--- config.mk ---
export PLATFORM = sky130hd
export DESIGN_NAME = atomicReduceUnit
export DESIGN_NICKNAME = d
export VERILOG_FILES = /design/src/rtl/nmaPkg.sv /design/src/rtl/nmaCtrl.sv /design/src/rtl/nmaDatapath.sv /design/src/rtl/nmaArray.sv /design/src/rtl/atomicReduceUnit.sv
export SDC_FILE = /design/constraint.sdc
export NUM_CORES = 2
export LEC_CHECK = 0
export BUFFER_PORTS_ARGS = -buffer_cell sky130_fd_sc_hd__clkbuf_2
export CELL_PAD_IN_SITES_DETAIL_PLACEMENT = 0
export CELL_PAD_IN_SITES_GLOBAL_PLACEMENT = 2
export CORE_MARGIN = 3
export CORE_UTILIZATION = 45
export DETAILED_ROUTE_END_ITERATION = 8
export PLACE_DENSITY = 0.84
export SYNTH_ARGS = -nofsm -noshare
export SYNTH_HDL_FRONTEND = slang
export SYNTH_SLANG_ARGS = --single-unit
--- constraint.sdc ---
create_clock -name clk -period 6.2 [get_ports clk]
set_input_delay 0 -clock clk [delete_from_list [all_inputs] [get_ports clk]]
set_output_delay 0 -clock clk [all_outputs]
set_load 0.01 [all_outputs]
--- src/rtl/nmaPkg.sv ---
package nmaPkg;
  localparam int DATA_W = 32;

  typedef enum logic [1:0] {
    OP_ADD = 2'd0,
    OP_SUB = 2'd1,
    OP_MIN = 2'd2,
    OP_MAX = 2'd3
  } atomOp_e;

  // Strobes from control to datapath for the word being written this cycle
  typedef struct packed {
    logic    wrEn;
    logic    fwdSel;
    atomOp_e op;
  } ctrlStrobe_t;
endpackage

--- src/rtl/nmaCtrl.sv ---
module nmaCtrl #(
  parameter int ADDR_W = 6,
  parameter int TAG_W  = 4
) (
  input  logic                 clk,
  input  logic                 rstN,
  input  logic                 reqValid,
  input  logic [1:0]           reqOp,
  input  logic [ADDR_W-1:0]    reqAddr,
  input  logic [TAG_W-1:0]     reqTag,
  output nmaPkg::ctrlStrobe_t  strobe,
  output logic [ADDR_W-1:0]    wrAddr,
  output logic                 respValid,
  output logic [TAG_W-1:0]     respTag
);
  import nmaPkg::*;

  logic              s1Valid;
  atomOp_e           s1Op;
  logic [ADDR_W-1:0] s1Addr;
  logic [TAG_W-1:0]  s1Tag;
  logic              fwdHit;

  always_ff @(posedge clk or negedge rstN) begin
    if (!rstN) begin
      s1Valid   <= 1'b0;
      s1Op      <= OP_ADD;
      s1Addr    <= '0;
      s1Tag     <= '0;
      fwdHit    <= 1'b0;
      respValid <= 1'b0;
      respTag   <= '0;
    end else begin
      s1Valid <= reqValid;
      // the word being written at this edge is the one the new request needs
      fwdHit  <= reqValid && s1Valid && (s1Addr == reqAddr);
      if (reqValid) begin
        s1Op   <= atomOp_e'(reqOp);
        s1Addr <= reqAddr;
        s1Tag  <= reqTag;
      end
      respValid <= s1Valid;
      respTag   <= s1Tag;
    end
  end

  always_comb begin
    strobe.wrEn   = s1Valid;
    strobe.fwdSel = fwdHit;
    strobe.op     = s1Op;
    wrAddr        = s1Addr;
  end
endmodule

--- src/rtl/nmaDatapath.sv ---
module nmaDatapath (
  input  logic                        clk,
  input  logic                        rstN,
  input  logic                        reqValid,
  input  logic [nmaPkg::DATA_W-1:0]   reqOperand,
  input  nmaPkg::ctrlStrobe_t         strobe,
  input  logic [nmaPkg::DATA_W-1:0]   rdData,
  output logic [nmaPkg::DATA_W-1:0]   wrData
);
  import nmaPkg::*;

  logic [DATA_W-1:0] opnd;
  logic [DATA_W-1:0] fwdData;
  logic [DATA_W-1:0] oldVal;
  logic              opndLess;

  always_ff @(posedge clk or negedge rstN) begin
    if (!rstN) begin
      opnd    <= '0;
      fwdData <= '0;
    end else begin
      if (reqValid) opnd <= reqOperand;
      fwdData <= wrData;
    end
  end

  always_comb begin
    oldVal   = strobe.fwdSel ? fwdData : rdData;
    opndLess = $signed(opnd) < $signed(oldVal);
    unique case (strobe.op)
      OP_ADD:  wrData = oldVal + opnd;
      OP_SUB:  wrData = oldVal - opnd;
      OP_MIN:  wrData = opndLess ? opnd : oldVal;
      default: wrData = opndLess ? oldVal : opnd;
    endcase
  end
endmodule

--- src/rtl/nmaArray.sv ---
module nmaArray #(
  parameter int ADDR_W     = 6,
  parameter int LINE_W     = 2,
  parameter bit MARK_DIRTY = 1'b1
) (
  input  logic                        clk,
  input  logic                        rstN,
  input  logic [ADDR_W-1:0]           rdAddr,
  output logic [nmaPkg::DATA_W-1:0]   rdData,
  input  logic                        wrEn,
  input  logic [ADDR_W-1:0]           wrAddr,
  input  logic [nmaPkg::DATA_W-1:0]   wrData,
  input  logic                        cleanValid,
  input  logic [ADDR_W-LINE_W-1:0]    cleanLine,
  input  logic [ADDR_W-1:0]           lookAddr,
  output logic [nmaPkg::DATA_W-1:0]   lookData,
  output logic                        lookDirty
);
  import nmaPkg::*;

  localparam int DEPTH  = 1 << ADDR_W;
  localparam int NLINES = 1 << (ADDR_W - LINE_W);

  logic [DATA_W-1:0] mem [DEPTH];
  logic [NLINES-1:0] dirty;

  always_ff @(posedge clk or negedge rstN) begin
    if (!rstN) begin
      for (int i = 0; i < DEPTH; i++) mem[i] <= '0;
      rdData    <= '0;
      lookData  <= '0;
      lookDirty <= 1'b0;
    end else begin
      if (wrEn) mem[wrAddr] <= wrData;
      rdData    <= mem[rdAddr];
      lookData  <= mem[lookAddr];
      lookDirty <= dirty[lookAddr[ADDR_W-1:LINE_W]];
    end
  end

  generate
    if (MARK_DIRTY) begin : gDirty
      for (genvar l = 0; l < NLINES; l++) begin : gLine
        always_ff @(posedge clk or negedge rstN) begin
          if (!rstN)
            dirty[l] <= 1'b0;
          else if (wrEn && (wrAddr[ADDR_W-1:LINE_W] == l))
            dirty[l] <= 1'b1;
          else if (cleanValid && (cleanLine == l))
            dirty[l] <= 1'b0;
        end
      end
    end else begin : gNoDirty
      assign dirty = '0;
    end
  endgenerate
endmodule

--- src/rtl/atomicReduceUnit.sv ---
module atomicReduceUnit #(
  parameter int ADDR_W     = 6,
  parameter int LINE_W     = 2,
  parameter int TAG_W      = 4,
  parameter bit MARK_DIRTY = 1'b1
) (
  input  logic                     clk,
  input  logic                     rstN,
  input  logic                     reqValid,
  input  logic [1:0]               reqOp,
  input  logic [ADDR_W-1:0]        reqAddr,
  input  logic [31:0]              reqOperand,
  input  logic [TAG_W-1:0]         reqTag,
  output logic                     respValid,
  output logic [TAG_W-1:0]         respTag,
  input  logic                     cleanValid,
  input  logic [ADDR_W-LINE_W-1:0] cleanLine,
  input  logic [ADDR_W-1:0]        lookAddr,
  output logic [31:0]              lookData,
  output logic                     lookDirty
);
  import nmaPkg::*;

  ctrlStrobe_t       strobe;
  logic [ADDR_W-1:0] wrAddr;
  logic [DATA_W-1:0] wrData;
  logic [DATA_W-1:0] rdData;

  nmaCtrl #(.ADDR_W(ADDR_W), .TAG_W(TAG_W)) uCtrl (
    .clk(clk), .rstN(rstN), .reqValid(reqValid), .reqOp(reqOp),
    .reqAddr(reqAddr), .reqTag(reqTag), .strobe(strobe), .wrAddr(wrAddr),
    .respValid(respValid), .respTag(respTag)
  );

  nmaDatapath uDp (
    .clk(clk), .rstN(rstN), .reqValid(reqValid), .reqOperand(reqOperand),
    .strobe(strobe), .rdData(rdData), .wrData(wrData)
  );

  nmaArray #(.ADDR_W(ADDR_W), .LINE_W(LINE_W), .MARK_DIRTY(MARK_DIRTY)) uArr (
    .clk(clk), .rstN(rstN), .rdAddr(reqAddr), .rdData(rdData),
    .wrEn(strobe.wrEn), .wrAddr(wrAddr), .wrData(wrData),
    .cleanValid(cleanValid), .cleanLine(cleanLine),
    .lookAddr(lookAddr), .lookData(lookData), .lookDirty(lookDirty)
  );
endmodule

# Word level (Yosys, flattened, before mapping)
# Cells that the tools add are included.
# Widths: inputs -> output; s select.
# word_totals
register_bits,2212
inputBits,58
out_inout_bits,38
elab_cells,237
# classes
addsub,2
magnitude_cmp,6
eq_ne,33
n_mux,47
bitwise,3
reduce_logical,54
# ops
cell,count
$bwmux 2048,1
$bmux 32 s6,2
$mux 32,8
$demux 32 s6,1
$pmux 32 s3,1
$eq 4x4->1 const B,16
$logic_and 1x1->1,35
$mux 1,33
$add 32x32->32,1
$eq 4x3->1 const B,8
$lt 32x32->1,1
$reduce_bool 2->1,16
$sub 32x32->32,1
$ge 7x7->1 const B,3
$not 6->7,3
$eq 4x2->1 const B,4
$eq 4x1->1 const B,2
$logic_not 4->1,2
$lt 7x1->1 const B,1
$eq 6x6->1,1
$lt 4x5->1 const B,1
$bmux 1 s4,1
$eq 2x1->1 const B,1
$eq 2x2->1 const B,1
$logic_not 2->1,1

# Depth between registers and ports, before layout
# logic_depth
depth_word,6
ltp_mapped,20
mapped_depth_nobuf,17

# Modules after synthesis
# Synthesis repeated with hierarchy kept, for this count alone.
# hier_totals
hier_cells,8053
area_unflattened_um2,118504.9
# modules_own_cells
module,n_inst,cells_per_inst,area_per_inst_um2,seq_area_each_um2
nmaArray,1,7237,111298.0,53276.1
nmaDatapath,1,773,6495.0,1601.5
nmaCtrl,1,43,711.9,475.5

# Least setup slack after synthesis
# Ideal clock, no wire load.
# synth_path
path_kind,register -> register
from,register uCtrl.s1Op[1]
to,register uArr.mem[1023] (netlist bit)
setup_time_ns,0.133
arrival_time_ns,4.299
path_slack_ns,1.767
path_stages_with_launch,20
n_path_buf,6
period_less_slack_ns,4.433
cell_sequence,dfrtp_1 clkbuf_1 clkbuf_1 buf_1 nor2_1 clkbuf_1 nor2_1 xnor2_1 ha_1 o21a_1 o31a_1 o31a_1 a21oi_1 o21a_1 or3b_2 o211a_1 o21ai_1 buf_2 clkbuf_2 o21ai_0
# synth_between
elab_chain_cells,3
elab_cells_between_ends,5
classes_between,eq/ne: 2; mux: 2; reduce/logical: 1
# synth_lines
element,line_no,rtl
from (decl),nmaCtrl.sv:19,atomOp_e s1Op;
from (signal assigned),nmaCtrl.sv:38,s1Op <= atomOp_e'(reqOp);
$eq 2x2->1 (tied with other cells),nmaDatapath.sv:30,unique case (strobe.op)
$pmux 32 s3 (*),nmaDatapath.sv:30,
$bwmux 2048 (*),nmaArray.sv:34,if (wrEn) mem[wrAddr] <= wrData;
"to (signal, indexed assignment)",nmaArray.sv:34,
to (decl),nmaArray.sv:24,logic [DATA_W-1:0] mem [DEPTH];
# Mark *: on every way between the ends. The rest lies on a longest branch, timed or not.
# A chain may end at the register's enable or synchronous reset.

# Final worst setup path
# layout_path
from,register uCtrl.fwdHit
to,register uArr.mem[1001] (netlist bit)
# layout_between
elab_chain_cells,5
elab_cells_between_ends,8
classes_between,add/sub: 2; order compare: 1; mux: 5
# layout_lines
element,line_no,rtl
from (decl),nmaCtrl.sv:22,logic fwdHit;
from (signal assigned),nmaCtrl.sv:36,fwdHit <= reqValid && s1Valid && (s1Addr == reqAddr);
$mux 32 (*),nmaDatapath.sv:28,oldVal = strobe.fwdSel ? fwdData : rdData;
$lt 32x32->1,nmaDatapath.sv:29,opndLess = $signed(opnd) < $signed(oldVal);
$mux 32 (on tied branches),"nmaDatapath.sv:34, nmaDatapath.sv:33",
$pmux 32 s3 (*),nmaDatapath.sv:30,
$bwmux 2048 (*),nmaArray.sv:34,
# Marks and branches as above.

==> reports/summary.md <==
In this run the cell area of the synthesized design comes to 115000 sq um. The effective utilization at floorplan came out at 0.454. The share of cells above drive strength 1 works out to 0.236. The worst setup path is captured at a flop.

The worst reg2reg path depth was 14; the number of buffers inserted by post-CTS setup repair was 0. The placed wire-length estimate after detailed placement was 222 mm. The row count is 184, and the fraction of power consumed by the clock network is 0.256. In the final routed layout, each cell accounts on average for 28.9 um. The die is 510 um tall. Part of the total power dissipated in combinational logic: 0.343. For this design, the sink count on the clock tree is 2212. The number of distinct library cells after synthesis came out at 77. The net switching share of the total power was 0.366. Yosys instantiated no cell more often than dfrtp_1. The floorplan step defined a die boundary enclosing 261000 sq um. The worst setup path is launched from a flop. At the end of routability-driven placement, the weighted congestion stood at 0.867.

The share of the clock period used by the worst path after layout works out to 0.828. Measured along the x axis, the die boundary spans 510 um. For the total vias in the final route, the log shows 81000. The share of flip-flops with an asynchronous set or reset after synthesis came out at 1.00.

Summed over all instances, the cell type with the most area after synthesis is dfrtp_1. The maximum clock path buffer count is 3, and the cell total after placement is 12400. The tools report the endpoint of the worst hold path as uArr.lookData[1]$_DFF_PN0_.

The critical path is of the flop to flop type. Port buffering added 95 buffers. For this run, the leading register cell type out of synthesis is dfrtp_1. Total core area: 252000 sq um.

The later pin in the worst-skew pair is clocked with a latency of 0.92 ns. The tools report the final non-filler cell total as 13000. The count of endpoints failing hold in the final timing report was 0; the required time of the critical path was 6.93 ns.

The tools report the launch instance of the worst min-delay path as lookAddr[2]. In this run the worst path has a maximum fanout of 31. The area fraction of the dominant cell type after synthesis works out to 0.483. Ranked by instance count, the synthesized netlist is headed by 2212 x dfrtp_1, 1769 x nand2_1, 1330 x mux4_2.

Clock tree synthesis inserted a total of 235 buffers. The startpoint of the worst-slack reg-to-reg timing path is uCtrl.fwdHit$_DFF_PN0_. The number of flops mapped to enable cells by yosys is 0, and the total power density per cell area is 455 nW/um^2.

The worst-case clock skew was 0.0524 ns; the remaining routing DRC violations was 0. For this design the static power due to leakage is 0.0536 uW. The sequential power share was 0.401. For the final number of setup-violating endpoints, the log shows 0. Total of hold buffers inserted after clock tree synthesis: 142. The tools report the root cell of the clock tree as clkbuf_16. The detail route stage leaves a number of antenna-violating nets equal to 0.

The run gives 0.483 as the sequential share of the synthesized area. Global routing finished with a remaining overflow of 0. The mean instance size in the synthesized netlist was 11.9 sq um. The internal portion of total power was 36700 uW; the global-route wire length before repair was 557 mm.

Timing would allow up to 195 MHz. The overall global routing resource usage is 0.291. Post-CTS repair changed the size of 0 cells. Dividing the detail-routed via count by the number of cells gives 6.25. Setup repair after global routing left no endpoint under its margin. The run finished with clean final reports. For this design the total switching power over the nets is 21200 uW.

Sorting the synthesized cells by area gives the leading types as dfrtp_1 48%, mux4_2 26%, nand2_1 5.8%. Pin placement for this block handled 96 I/O pins. The sum of routed wire length over all layers was 375 mm.

Across all register-to-register paths, the minimum setup slack is 1.06 ns. The data arrival time of the critical path was 5.87 ns; the final total negative setup slack was 0 ns. Clock-pin slew was measured on the worst setup and hold paths at 0.06 ns.

The net count of the mapped netlist is 9767. The tools report the max-slew violation count as 0. Synthesis-to-finish area growth: 11.2%. The first detailed-routing pass took 5 iterations. Along the worst hold path, the cell count comes to 3. The critical register-to-register path endpoint was uArr.mem[1001]$_DFFE_PN0P_.

The final net count is 9527, and the number of global-route vias before repair is 81000. Across the run, the number of max-cap violations was 0. IR analysis of the VDD net gives a maximum drop of 0.425 mV. For the starting DRC count in detailed routing, the log shows 8954. Entering global routing, the biggest net connects 203 pins.

For the maximum level of the CTS H-tree, the log shows 4. TritonCTS built the clock tree. For the initial antenna violation count, the log shows 16. The worst hold path belongs to the class input port to flop.

The minimum period implied by the final worst setup slack was 5.14 ns; the transition time at the pin with the least slew margin was 1.20 ns. The tools report the worst slew margin relative to its limit as 0.199. The count of synthesis-stage warnings from yosys was 0. The number of standard cells after synthesis was 9644. In this run, synthesis produced a sequential element count of 2212.
## kinds of logic after synthesis
logic type / count (synthesis) / synth area share
adders and majority gates: 65 / 0.00717
buffers and inverters: 1021 / 0.0402
xor gates and xnor gates: 61 / 0.00479
muxes: 1469 / 0.275
and+or+nand+nor: 2484 / 0.0847
AOI/OAI and AO/OA: 2332 / 0.105
DFF: 2212 / 0.483
## routing by layer
layer	vias to the layer above	GRT usage	share of wire
met5	-	0	0.00014
li1	34900	-	-
met4	8	0.112	0.041
met1	42100	0.409	0.41
met3	716	0.0585	0.080
met2	3281	0.450	0.46
## power groups by stage
stage | clock network (uW) | logic [uW] | registers (uW)
global placement | 0 | 19200 | 22800
finish | 14800 | 19900 | 23200
global route | 15600 | 21600 | 23800
detailed placement | 0 | 19600 | 23300
CTS | 15100 | 19700 | 23100
floorplan | 0 | 14900 | 22100
## state kept, by name (all words and copies together), names as in the netlist, 2 cells and up
name and count:
uArr.dirty 16, uDp.fwdData 32, uCtrl.s1Op 2, uCtrl.s1Tag 4
uArr.rdData 32, uArr.lookData 32, uArr.mem 2048, uDp.opnd 32
uCtrl.respTag 4, uCtrl.wrAddr 6
## worst max-delay path: stages (launching register included)
cell      delay (ns)
dfrtp_2         0.56
buf_4           0.34
mux2i_1         0.36
ha_1            0.32
a21oi_1         0.13
o21ai_0         0.13
a221oi_2        0.37
o211ai_2        0.19
nor2_4          0.41
xnor3_1         0.25
buf_4           0.33
mux2i_1         0.27
mux2_2          0.75
buf_4           0.38
o21ai_1         0.11
## cells in the final DEF (no fill, tap or decap), types with 7 or more instances in the layout
cell type         n
inv_1            83
nor2_1          512
buf_4           184
nand2b_1         15
nand3_1          43
xor2_1           24
clkbuf_8         60
clkinv_2         50
a211oi_1         15
nand2_2          57
diode_2          11
a22oi_1           7
clkbuf_2         83
dlygate4sd3_1   141
o21ai_1         472
mux2i_1          49
o21ai_0        1248
mux4_2         1330
o21a_1            7
nor3_1           18
a21oi_1         493
mux2_1            9
clkbuf_16       237
nor2_2           44
buf_12           42
a21o_1           14
mux2_2           78
bufinv_16        22
nor4_1           12
ha_1             64
clkinvlp_4        7
or2_2             7
nor2b_1          10
nand2_1        1704
xnor2_1          36
a31oi_1          12
clkbuf_1         51
dfrtp_1        2210
nand4_1          12
nand2_4           8
## metrics by stage
step                 util  instance area (sq um)  power (uW)  hold slack (ns)  setup slack, ns
floorplan               -                 115000       37000           -0.296             1.77
global placement    0.466                 118000       42000           0.0704             1.14
detailed placement  0.466                 118000       42900           0.0736             1.10
CTS                 0.505                 127000       57900           0.0567             1.09
global route        0.505                 127000       61100            0.114            0.710
finish              0.505                 127000       57900            0.118             1.06
## cell type report
type | count | area (sq um)
antenna | 11 | 27.5
fill | 22000 | 125000
sequential | 2212 | 55400
tap | 3348 | 4190
timing repair buffer | 460 | 4200
multi-input combinational | 6411 | 55100
clock inverter | 98 | 1280
clock buffer | 346 | 6920
inverter | 84 | 315
## worst max-delay path by stage
stage	from	end	slack (ns)	cells after the start
floorplan	uCtrl.s1Op[1]$_DFFE_PN0P_	uArr.mem[1023]$_DFFE_PN0P_	1.77	19
global placement	uCtrl.fwdHit$_DFF_PN0_	uArr.mem[1001]$_DFFE_PN0P_	1.14	14
detailed placement	uCtrl.fwdHit$_DFF_PN0_	uArr.mem[1001]$_DFFE_PN0P_	1.10	14
CTS	uCtrl.fwdHit$_DFF_PN0_	uArr.mem[1001]$_DFFE_PN0P_	1.09	14
global route	uCtrl.fwdHit$_DFF_PN0_	uArr.mem[1976]$_DFFE_PN0P_	0.71	16
finish	uCtrl.fwdHit$_DFF_PN0_	uArr.mem[1001]$_DFFE_PN0P_	1.06	14
(Power assumes the default switching activity.)
